### src/rtl/gpio_port_pkg.sv
package gpio_port_pkg;
  localparam int unsigned REG_W  = 32;
  localparam int unsigned ADDR_W = 8;

  localparam logic [ADDR_W-1:0] ADDR_OUT      = 8'h00;
  localparam logic [ADDR_W-1:0] ADDR_OUTSET   = 8'h01;
  localparam logic [ADDR_W-1:0] ADDR_OUTCLR   = 8'h02;
  localparam logic [ADDR_W-1:0] ADDR_IN       = 8'h03;
  localparam logic [ADDR_W-1:0] ADDR_DIR      = 8'h04;
  localparam logic [ADDR_W-1:0] ADDR_DIRSET   = 8'h05;
  localparam logic [ADDR_W-1:0] ADDR_DIRCLR   = 8'h06;
  localparam logic [ADDR_W-1:0] ADDR_CFG_BASE = 8'h40;

  localparam logic [1:0] PULL_UP   = 2'b11;
  localparam logic [1:0] PULL_DOWN = 2'b01;

  typedef enum logic [2:0] {
    RD_NONE, RD_OUT, RD_IN, RD_DIR, RD_CFG
  } rdSel_e;

  typedef struct packed {
    logic              outWr;
    logic              outSet;
    logic              outClr;
    logic              dirWr;
    logic              dirSet;
    logic              dirClr;
    logic              cfgWr;
    rdSel_e            rdSel;
    logic [ADDR_W-1:0] cfgIdx;
  } strobe_t;
endpackage

### src/rtl/gpio_port_ctrl.sv
module gpio_port_ctrl
  import gpio_port_pkg::*;
#(
  parameter int unsigned NUM_PINS = 32
) (
  input  logic              regWrEn,
  input  logic              regRdEn,
  input  logic [ADDR_W-1:0] regAddr,
  output strobe_t           strobe
);
  localparam int unsigned CFG_END = int'(ADDR_CFG_BASE) + NUM_PINS;

  logic cfgHit;

  always_comb begin
    cfgHit = (int'(regAddr) >= int'(ADDR_CFG_BASE)) && (int'(regAddr) < CFG_END);
    strobe        = '0;
    strobe.rdSel  = RD_NONE;
    strobe.cfgIdx = regAddr - ADDR_CFG_BASE;
    if (regWrEn) begin
      strobe.outWr  = (regAddr == ADDR_OUT);
      strobe.outSet = (regAddr == ADDR_OUTSET);
      strobe.outClr = (regAddr == ADDR_OUTCLR);
      strobe.dirWr  = (regAddr == ADDR_DIR);
      strobe.dirSet = (regAddr == ADDR_DIRSET);
      strobe.dirClr = (regAddr == ADDR_DIRCLR);
      strobe.cfgWr  = cfgHit;
    end
    if (regRdEn) begin
      if (regAddr == ADDR_OUT || regAddr == ADDR_OUTSET || regAddr == ADDR_OUTCLR)
        strobe.rdSel = RD_OUT;
      else if (regAddr == ADDR_IN)
        strobe.rdSel = RD_IN;
      else if (regAddr == ADDR_DIR || regAddr == ADDR_DIRSET || regAddr == ADDR_DIRCLR)
        strobe.rdSel = RD_DIR;
      else if (cfgHit)
        strobe.rdSel = RD_CFG;
    end
  end
endmodule

### src/rtl/gpio_port_dp.sv
module gpio_port_dp
  import gpio_port_pkg::*;
#(
  parameter int unsigned NUM_PINS = 32
) (
  input  logic                clk,
  input  logic                rstN,
  input  strobe_t             strobe,
  input  logic [REG_W-1:0]    regWrData,
  output logic [REG_W-1:0]    regRdData,
  input  logic [NUM_PINS-1:0] padIn,
  input  logic [NUM_PINS-1:0] padInValid,
  output logic [NUM_PINS-1:0] padOut,
  output logic [NUM_PINS-1:0] padOutEn,
  output logic [NUM_PINS-1:0] conflict
);
  localparam int unsigned IDX_W = $clog2(NUM_PINS);

  logic [NUM_PINS-1:0] outReg, dirReg, discReg, lastLevel;
  logic [NUM_PINS-1:0] padLevel, inVec, wMask;
  logic [1:0]          pullReg [NUM_PINS];
  logic [IDX_W-1:0]    idx;

  assign wMask = regWrData[NUM_PINS-1:0];
  assign idx   = strobe.cfgIdx[IDX_W-1:0];

  // Pad resolution per pin: own drive, then external, then pull, then hold.
  for (genvar p = 0; p < NUM_PINS; p++) begin : g_pin
    always_comb begin
      if (dirReg[p])
        padLevel[p] = outReg[p];
      else if (padInValid[p])
        padLevel[p] = padIn[p];
      else if (pullReg[p] == PULL_UP)
        padLevel[p] = 1'b1;
      else if (pullReg[p] == PULL_DOWN)
        padLevel[p] = 1'b0;
      else
        padLevel[p] = lastLevel[p];
    end
    assign inVec[p]    = padLevel[p] & ~discReg[p];
    assign conflict[p] = dirReg[p] & padInValid[p] & (padIn[p] ^ outReg[p]);
  end

  always_ff @(posedge clk) begin
    if (!rstN) begin
      outReg    <= '0;
      dirReg    <= '0;
      discReg   <= '1;
      lastLevel <= '0;
      for (int p = 0; p < NUM_PINS; p++) pullReg[p] <= 2'b00;
    end else begin
      lastLevel <= padLevel;
      if (strobe.outWr)  outReg <= wMask;
      if (strobe.outSet) outReg <= outReg | wMask;
      if (strobe.outClr) outReg <= outReg & ~wMask;
      if (strobe.dirWr)  dirReg <= wMask;
      if (strobe.dirSet) dirReg <= dirReg | wMask;
      if (strobe.dirClr) dirReg <= dirReg & ~wMask;
      if (strobe.cfgWr) begin
        dirReg[idx]  <= regWrData[0];
        discReg[idx] <= regWrData[1];
        pullReg[idx] <= regWrData[3:2];
      end
    end
  end

  always_ff @(posedge clk) begin
    if (!rstN) begin
      regRdData <= '0;
    end else begin
      unique case (strobe.rdSel)
        RD_OUT:  regRdData <= REG_W'(outReg);
        RD_IN:   regRdData <= REG_W'(inVec);
        RD_DIR:  regRdData <= REG_W'(dirReg);
        RD_CFG:  regRdData <= REG_W'({pullReg[idx], discReg[idx], dirReg[idx]});
        default: regRdData <= '0;
      endcase
    end
  end

  assign padOut   = outReg;
  assign padOutEn = dirReg;
endmodule

### src/rtl/gpio_port.sv
module gpio_port
  import gpio_port_pkg::*;
#(
  parameter int unsigned NUM_PINS = 32
) (
  input  logic                clk,
  input  logic                rstN,
  input  logic                regWrEn,
  input  logic                regRdEn,
  input  logic [7:0]          regAddr,
  input  logic [31:0]         regWrData,
  output logic [31:0]         regRdData,
  input  logic [NUM_PINS-1:0] padIn,
  input  logic [NUM_PINS-1:0] padInValid,
  output logic [NUM_PINS-1:0] padOut,
  output logic [NUM_PINS-1:0] padOutEn,
  output logic [NUM_PINS-1:0] conflict
);
  strobe_t strobe;

  gpio_port_ctrl #(.NUM_PINS(NUM_PINS)) u_ctrl (
    .regWrEn (regWrEn),
    .regRdEn (regRdEn),
    .regAddr (regAddr),
    .strobe  (strobe)
  );

  gpio_port_dp #(.NUM_PINS(NUM_PINS)) u_dp (
    .clk        (clk),
    .rstN       (rstN),
    .strobe     (strobe),
    .regWrData  (regWrData),
    .regRdData  (regRdData),
    .padIn      (padIn),
    .padInValid (padInValid),
    .padOut     (padOut),
    .padOutEn   (padOutEn),
    .conflict   (conflict)
  );
endmodule

### config.mk
export PLATFORM = sky130hd
export DESIGN_NAME = gpio_port
export DESIGN_NICKNAME = d
export VERILOG_FILES = /design/src/rtl/gpio_port_pkg.sv /design/src/rtl/gpio_port_ctrl.sv /design/src/rtl/gpio_port_dp.sv /design/src/rtl/gpio_port.sv
export SDC_FILE = /design/constraint.sdc
export NUM_CORES = 1
export LEC_CHECK = 0
export BUFFER_PORTS_ARGS = -buffer_cell sky130_fd_sc_hd__buf_4
export CELL_PAD_IN_SITES_DETAIL_PLACEMENT = 1
export CELL_PAD_IN_SITES_GLOBAL_PLACEMENT = 2
export CORE_UTILIZATION = 37
export DETAILED_ROUTE_END_ITERATION = 6
export HOLD_SLACK_MARGIN = 0.12
export PLACE_DENSITY = 0.9
export SLEW_MARGIN = 20
export SYNTH_ARGS = -nofsm -noshare
export SYNTH_HDL_FRONTEND = slang
export SYNTH_SLANG_ARGS = --single-unit
export TNS_END_PERCENT = 10
### constraint.sdc
create_clock -name clk -period 3.3 [get_ports clk]
set_clock_uncertainty 0.15 [all_clocks]
set_input_delay 0.495 -clock clk [delete_from_list [all_inputs] [get_ports clk]]
set_output_delay 0.495 -clock clk [all_outputs]
set_load 0.01 [all_outputs]
==> results.py, run 1 <==
metrics = {
    "clock_network": {
        "tritoncts": "done",
        "htreeDepth": 1,
        "post-cts-setup-buffers": 0,
        "clk_latency_ps": 540,
        "clk_pin_slew_ps": 60,
        "cts-buffers-inserted": 25,
        "clock-root-buffer": "clkbuf_16",
        "cts_buffer_depth": 3,
        "numClockSinks": 224,
    },
    "cells_and_area": {
        "layout.cells.most_common_list": "buf_4, dfxtp_1, nand2_1",
        "final_area_sq_mm": 0.01479,
        "num-nets-final": 1553,
        "final_common_cell": "buf_4",
        "utilization": 0.4836,
        "areaGrowthSynthToFinish_pct": 28.64,
        "final_layout_size_suffix_gt1_frac": 0.2534,
    },
    "power_and_ir_drop": {
        "combPwrFrac": 0.105,
        "p_int_mw": 4.648,
        "vdd_drop_max_v": 0.0003952,
        "swShare": 0.2515,
        "power_leakage_nw": 5.832,
        "p_per_area_mw_per_mm2": 419.8,
        "power_frac_seq": 0.475,
        "p_switching_mw": 1.562,
        "p_clk_frac": 0.420,
        "totalPowerFinal_mw": 6.210,
    },
    "detailed_routing": {
        "drtIter0Drc": 1177,
        "drcViolationCount": 0,
        "dr_wl_met3_um": 4058,
        "wl_met1_um": 18420,
        "ant_nets": 0,
        "wl_met2_um": 20780,
        "wirelength_um": 44250,
        "top_layer_used": "met4",
        "vias": 11125,
        "wire_per_inst_um": 23.78,
        "drtPass1Iterations": 5,
        "viasPerCell": 5.978,
    },
    "sta": {
        "relSlewSlack": 0.4632,
        "setup_viol": 0,
        "fin_crit_sh": 0.7554,
        "maxSlewViolCount": 0,
        "setup_tns_ps": 0,
        "hold_viol_final": 0,
        "fmax_ghz": 0.4011,
        "rsz0062_at_grt": "no",
        "worst_pin_slew_ps": 805.1,
        "layout_min_cycle_time_ps": 2493,
    },
    "worst_setup_path": {
        "worstSetupStartpointType": "input pin",
        "crit_fanout": 20,
        "cp.required_ps": 3600,
        "crit_type": "in2reg",
        "cp-end-kind": "register",
        "critPathArrivalTime_ps": 2790,
    },
    "logic_synthesis": {
        "synthArstFlopShare": 0,
        "synth_area_leader_cell": "dfxtp_1",
        "synth_area_sq_mm": 0.01150,
        "ys_warn_count": 0,
        "seq_area_frac_synth": 0.4457,
        "synth_cell_types": 55,
        "synthDominantCellAreaShare": 0.2785,
        "ys.flop_type": "dfxtp_1",
        "synth-seq-cells": 224,
        "synth_edf_count": 64,
        "synthesis.nets": 1299,
        "yosys-top-cells-area": "dfxtp_1, edfxtp_1, mux4_2",
        "synth_cells": 1191,
        "avgSynthCellArea_sq_um": 9.656,
    },
    "global_route": {
        "gr-total-overflow": 0,
        "grt_pass1_vias": 11064,
        "antenna_found_initial": 1,
        "grt_max_degree": 51,
        "grt.total_usage": 0.2764,
        "grt_pass1_wl_um": 66510,
    },
    "floorplanning": {
        "io_pins": 236,
        "die_area_sq_mm": 0.03179,
        "core-area_sq_mm": 0.03059,
        "initial_core_util": 0.3759,
        "fp.dieH_um": 178.3,
        "rows": 64,
        "die_w_um": 178.3,
    },
    "status": {
        "status": "completed",
    },
    "hold_path": {
        "hold_class": "in2reg",
    },
    "job": {
        "maxCapViolations": 0,
    },
    "placed_design": {
        "io_buffers": 235,
        "place_area_sq_mm": 0.01379,
        "hpwl_um": 31580,
        "place.gp.congestion": 0.9289,
    },
}
cell usage after synthesis, types with 16 or more instances:
library cell and number:
dfxtp_1 160, nand2_1 106, nor2_1 100, o21ai_0 97
mux2i_1 68, edfxtp_1 64, a21oi_1 63, a22oi_1 63
xor2_1 63, clkbuf_1 52, nand3_1 36, and3_1 34
nor2b_1 34, mux4_2 32, or3_1 32, o22ai_1 24
o211ai_1 21, buf_2 20, a21o_1 16
stage by stage:
step	instances	setup WS [ps]	hold slack, ps
floorplan	1191	923.4	315.3
global placement	1789	391.8	338.2
detailed placement	1789	312.6	354.0
CTS	1860	875.9	120.1
global route	1861	702.5	137.6
finish	1861	807.1	127.1
worst max-delay path: stages:
cell	delay (ps)
buf_4	130
or4b_1	730
nor4_4	630
buf_4	470
a22oi_1	160
a21oi_1	160
state kept, by name (all words and copies together) (netlist names):
| signal | cells |
|---|---|
| u_dp.discReg | 32 |
| u_dp.padOut | 32 |
| u_dp.padOutEn | 32 |
| u_dp.lastLevel | 32 |
| u_dp.regRdData | 32 |
| u_dp.pullReg | 64 |
final cells by class:
class | count | area, sq um
well taps | 396 | 495.5
clock inverters | 10 | 53.80
inverters | 4 | 15.01
clock buffers | 36 | 696.9
multi-input cells | 878 | 6000
repair buffers | 312 | 2405
diodes | 1 | 2.502
flip-flops and latches | 224 | 5125
fillers | 3512 | 15800
cells by family after synthesis:
logic type | count (synthesis) | share of synthesized area
buffers and inverters | 89 | 0.03416
muxes | 104 | 0.1258
and+or+nand+nor | 395 | 0.1747
DFF | 224 | 0.4457
AOI/OAI and AO/OA | 316 | 0.1717
xor gates and xnor gates | 63 | 0.04798
layer usage:
layer,track usage,vias up
li1,-,4931
met1,0.3712,5583
met2,0.4507,539
met3,0.05264,72
met4,0.08051,0
met5,0,-
repair_timing:
item                      4_1_cts  5_1_grt
gates resized for setup         0        0
hold endpoints to repair       26        0
hold buffers                   25        0
final timing paths:
kind	startpoint	slack, ps	endpoint	cells past startpoint
max	regAddr[7]	810	u_dp.regRdData[13]	6
min	regWrData[5]	130	u_dp.padOut[5]	3
max reg2reg	u_dp.pullReg[16][1]	1270	u_dp.regRdData[3]	5
min reg2reg	u_dp.discReg[21]	360	u_dp.discReg[21]	2
power groups by stage:
stage,Combinational [mW],Sequential [mW],Clock [mW]
detailed placement,0.616,3.01,0
global placement,0.600,3.01,0
CTS,0.644,2.95,2.63
finish,0.652,2.95,2.61
global route,0.696,2.95,2.75
floorplan,0.330,2.98,0
(Power assumes the default switching activity.)
==> inputs of run 2 (changes only) <==
--- a/config.mk
+++ b/config.mk
@@ -8,10 +8,10 @@
 export BUFFER_PORTS_ARGS = -buffer_cell sky130_fd_sc_hd__buf_4
 export CELL_PAD_IN_SITES_DETAIL_PLACEMENT = 1
 export CELL_PAD_IN_SITES_GLOBAL_PLACEMENT = 2
-export CORE_UTILIZATION = 37
+export CORE_UTILIZATION = 31
 export DETAILED_ROUTE_END_ITERATION = 6
 export HOLD_SLACK_MARGIN = 0.12
-export PLACE_DENSITY = 0.9
+export PLACE_DENSITY = 0.81
 export SLEW_MARGIN = 20
 export SYNTH_ARGS = -nofsm -noshare
 export SYNTH_HDL_FRONTEND = slang
==> constraint.sdc (replaced) <==
create_clock -name clk -period 2.1 [get_ports clk]
set_clock_uncertainty 0.15 [all_clocks]
set_input_delay 0.315 -clock clk [delete_from_list [all_inputs] [get_ports clk]]
set_output_delay 0.315 -clock clk [all_outputs]
set_load 0.01 [all_outputs]
==> results.py, run 2 (synthesized netlist as in run 1, its figures left out) <==
metrics = {
    "power_and_ir_drop": {
        "p_per_area_mw_per_mm2": 620.4,
        "power_leakage_nw": 6.880,
        "totalPowerFinal_mw": 10.54,
        "vdd_drop_max_v": 0.0005897,
    },
    "floorplanning": {
        "fp.dieH_um": 194.6,
        "die_area_sq_mm": 0.03787,
        "initial_core_util": 0.3149,
        "rows": 70,
        "io_pins": 236,
        "die_w_um": 194.6,
        "core-area_sq_mm": 0.03652,
    },
    "sta": {
        "whs_ps": 126.7,
        "fin_crit_sh": 0.9653,
        "maxSlewViolCount": 0,
        "hold_viol_final": 0,
        "layout_min_cycle_time_ps": 2027,
        "worst_pin_slew_ps": 570.0,
        "fmax_ghz": 0.4933,
        "relSlewSlack": 0.6172,
        "finalWorstSetupSlack_ps": 72.78,
        "setup_viol": 0,
        "setup_tns_ps": 0,
    },
    "worst_setup_path": {
        "critPathLaunch": "regAddr[7]",
        "critPathArrivalTime_ps": 2350,
        "worstSetupStartpointType": "input pin",
        "crit_type": "in2reg",
        "cp.required_ps": 2420,
        "r2r_start": "u_dp.pullReg[19][0]",
        "crit_fanout": 7,
        "cp-end-kind": "register",
    },
    "cells_and_area": {
        "largest_reg_flops": 64,
        "stdcell_count": 2153,
        "final_common_cell": "buf_4",
        "layout.cells.most_common_list": "buf_4, dfxtp_1, nand2_1",
        "final_area_sq_mm": 0.01698,
        "areaGrowthSynthToFinish_pct": 47.67,
        "utilization": 0.4650,
        "num-nets-final": 1771,
        "top_register": "u_dp.pullReg",
        "final_layout_size_suffix_gt1_frac": 0.3072,
    },
    "placed_design": {
        "io_buffers": 235,
        "hpwl_um": 36300,
        "dp.cells": 2002,
        "place.gp.congestion": 0.9356,
        "place_area_sq_mm": 0.01509,
        "place_ws_ps": -474.6,
    },
    "global_route": {
        "antenna_found_initial": 3,
        "grt_pass1_vias": 12328,
        "grt_pass1_wl_um": 74810,
        "grt_max_degree": 64,
        "gr-total-overflow": 0,
        "grt.total_usage": 0.2551,
    },
    "clock_network": {
        "cts_buffer_depth": 3,
        "htreeDepth": 1,
        "clock-root-buffer": "clkbuf_16",
        "clk_pin_slew_ps": 60,
        "numClockSinks": 224,
        "post-cts-setup-buffers": 0,
        "clk_latency_ps": 530,
        "cts-buffers-inserted": 26,
        "tritoncts": "done",
    },
    "detailed_routing": {
        "ant_nets": 0,
        "drtIter0Drc": 882,
        "viasPerCell": 5.460,
        "drcViolationCount": 0,
        "drtPass1Iterations": 5,
        "vias": 11755,
        "wire_per_inst_um": 22.67,
        "wirelength_um": 48820,
    },
    "status": {
        "status": "completed",
    },
    "job": {
        "maxCapViolations": 0,
    },
    "hold_path": {
        "hold_class": "in2reg",
        "hold_path.startpoint": "padInValid[12]",
    },
}
run 2: worst paths after layout:
check,slack [ps],depth (start not counted),endpoint
hold reg to reg,360,2,u_dp.discReg[5]
setup / recovery,70,8,u_dp.padOutEn[19]
hold / removal,130,5,u_dp.lastLevel[12]
setup reg to reg,80,4,u_dp.regRdData[2]
run 2: area by class of cell:
type | instances | area (sq um)
Timing Repair Buffer | 529 | 4374
Clock buffer | 36 | 729.5
Sequential cell | 224 | 5125
Antenna cell | 2 | 5.005
Fill cell | 4154 | 19540
Clock inverter | 12 | 138.9
Inverter | 4 | 15.01
Tap cell | 468 | 585.6
Multi-Input combinational cell | 878 | 6008
run 2: timing repair:
item,CTS,global route
endpoints found under the hold margin,93,0
hold buffers,101,0
gates resized for setup,0,1
endpoints found under the setup margin,0,1
run 2: report_power, final:
part | total, mW | switching (mW) | internal [mW]
logic | 1.26 | 0.633 | 0.630
registers | 4.64 | 0.0880 | 4.55
clock network | 4.63 | 1.84 | 2.79
total | 10.5 | 2.56 | 7.97
run 2: critical path, stage by stage:
cell and delay (ps):
buf_4 120, or4b_1 520, buf_4 190, nor4_4 430, buf_4 260, a22oi_1 90
a211oi_1 270, a41o_1 150
run 2: per-layer routing:
layer,vias up,wire [um],GRT usage
li1,5361,-,-
met1,5893,21240,0.3369
met2,417,23630,0.4353
met3,82,2776,0.03314
met4,2,1143,0.07113
met5,-,17,0
==> inputs of run 3 (changes only) <==
--- a/config.mk
+++ b/config.mk
@@ -12,6 +12,7 @@
 export DETAILED_ROUTE_END_ITERATION = 6
 export HOLD_SLACK_MARGIN = 0.12
 export PLACE_DENSITY = 0.81
+export RECOVER_POWER = 100
 export SLEW_MARGIN = 20
 export SYNTH_ARGS = -nofsm -noshare
 export SYNTH_HDL_FRONTEND = slang
==> results.py, run 3 (synthesized netlist as in run 1, its figures left out) <==
metrics = {
    "worst_setup_path": {
        "cp.required_ps": 2360,
        "cp-end-kind": "register",
        "worstSetupStartpointType": "input pin",
        "crit_chain": "clkbuf_1, or4b_1, buf_4, nor4_2, nand2b_1, buf_6, o21ai_0, nor2_1",
        "crit_type": "in2reg",
        "slowest_delay_ps": 530,
        "cpLargestDelayFamily": "simple AND/OR/NAND/NOR gates",
        "path_buf_inv": 3,
        "crit_fanout": 26,
        "critPathArrivalTime_ps": 2320,
        "slowest_stage": "or4b_1",
    },
    "power_and_ir_drop": {
        "vdd_drop_max_v": 0.0005866,
        "power_leakage_nw": 6.073,
        "totalPowerFinal_mw": 10.49,
        "p_per_area_mw_per_mm2": 648.5,
    },
    "cells_and_area": {
        "num-nets-final": 1771,
        "largest_reg_flops": 64,
        "areaGrowthSynthToFinish_pct": 40.66,
        "multi_input_area_sq_mm": 0.006000,
        "top_register": "u_dp.pullReg",
        "final_area_sq_mm": 0.01618,
        "final_common_cell": "clkbuf_1",
        "seq_area_sq_mm": 0.005125,
        "final_layout_size_suffix_gt1_frac": 0.1860,
        "layout.cells.most_common_list": "clkbuf_1, buf_4, dfxtp_1",
        "fillCellCount": 4291,
    },
    "floorplanning": {
        "fp.dieH_um": 194.6,
        "core-area_sq_mm": 0.03652,
        "rows": 70,
        "die_w_um": 194.6,
        "die_area_sq_mm": 0.03787,
        "io_pins": 236,
        "initial_core_util": 0.3149,
    },
    "status": {
        "status": "completed",
    },
    "detailed_routing": {
        "wirelength_um": 48790,
        "drcViolationCount": 0,
        "viasPerCell": 5.465,
        "drtIter0Drc": 965,
        "drtPass1Iterations": 5,
        "vias": 11766,
        "wire_per_inst_um": 22.66,
        "ant_nets": 0,
    },
    "global_route": {
        "gr-total-overflow": 0,
        "grt_max_degree": 64,
        "grt.total_usage": 0.2551,
        "grt_pass1_vias": 12328,
        "antenna_found_initial": 3,
        "grt_pass1_wl_um": 74810,
    },
    "job": {
        "maxCapViolations": 0,
    },
    "placed_design": {
        "io_buffers": 235,
        "hpwl_um": 36300,
        "place.gp.congestion": 0.9356,
        "place_area_sq_mm": 0.01509,
    },
    "clock_network": {
        "clk_latency_ps": 530,
        "cts_buffer_depth": 3,
        "numClockSinks": 224,
        "clk_pin_slew_ps": 60,
        "cts-buffers-inserted": 26,
        "tritoncts": "done",
        "clock-root-buffer": "clkbuf_16",
        "htreeDepth": 1,
    },
    "sta": {
        "layout_min_cycle_time_ps": 2060,
        "worst_pin_slew_ps": 688.5,
        "fmax_ghz": 0.4855,
        "fin_crit_sh": 0.9808,
        "maxSlewViolCount": 0,
        "whs_ps": 125.5,
        "relSlewSlack": 0.5410,
        "hold_viol_final": 0,
        "setup_viol": 0,
    },
    "hold_path": {
        "hold_class": "in2reg",
    },
}
-- run 3: final timing paths --
kind / cells past startpoint / from / endpoint / slack (ps)
worst max-delay path: 8 / regAddr[7] / u_dp.padOut[25] / 40
worst min-delay path: 4 / padInValid[6] / u_dp.lastLevel[6] / 130
worst max register to register: 5 / u_dp.pullReg[31][1] / u_dp.regRdData[3] / 80
worst min register to register: 2 / u_dp.discReg[0] / u_dp.discReg[0] / 350
-- run 3: layer usage --
layer,up-vias,global-route usage,part of all wire,wire length [um]
met5,-,0,0.00035,17
met4,2,0.07113,0.024,1169
met3,86,0.03314,0.057,2769
met2,399,0.4353,0.48,23640
met1,5917,0.3369,0.43,21190
li1,5362,-,-,-
-- run 3: worst reg2reg max path, stage by stage, from the launching register on --
cell and delay (ps):
edfxtp_1 480, mux4_2 540, mux2i_1 150, and2_1 160
nor3_1 70, or3_1 360
-- run 3: what timing repair did --
action / CTS / global route
hold endpoints to repair: 93 / 0
endpoints found under the setup margin: 0 / 1
buffers inserted: 0 / 0
gates resized for setup: 0 / 1
hold buffers: 101 / 0
-- run 3: final cells by class --
cell class | count | area share
Antenna cell | 2 | 0.0003094
Clock buffer | 36 | 0.04510
Multi-Input combinational cell | 878 | 0.3709
Sequential cell | 224 | 0.3168
Inverter | 4 | 0.0009282
Tap cell | 468 | 0.03620
Timing Repair Buffer | 529 | 0.2211
Clock inverter | 12 | 0.008586
-- run 3: stage by stage --
| stage | cells | setup slack, ps | util | setup TNS (ps) |
|---|---|---|---|---|
| 6_report | 2153 | 40.35 | 0.4429 | 0 |
| 5_1_grt | 2152 | -5.461 | 0.4428 | -5.461 |
| 4_1_cts | 2151 | 44.04 | 0.4647 | 0 |
| 3_5_place_dp | 2002 | -474.6 | 0.4132 | -42740 |
| 3_3_place_gp | 2002 | -388.2 | 0.4132 | -33720 |
| 2_1_floorplan | 1191 | -46.60 | - | -1780 |
-- run 3: report_power, final --
| part | internal (mW) | switching [mW] |
|---|---|---|
| clock network | 2.79 | 1.85 |
| logic | 0.582 | 0.630 |
| registers | 4.55 | 0.0874 |
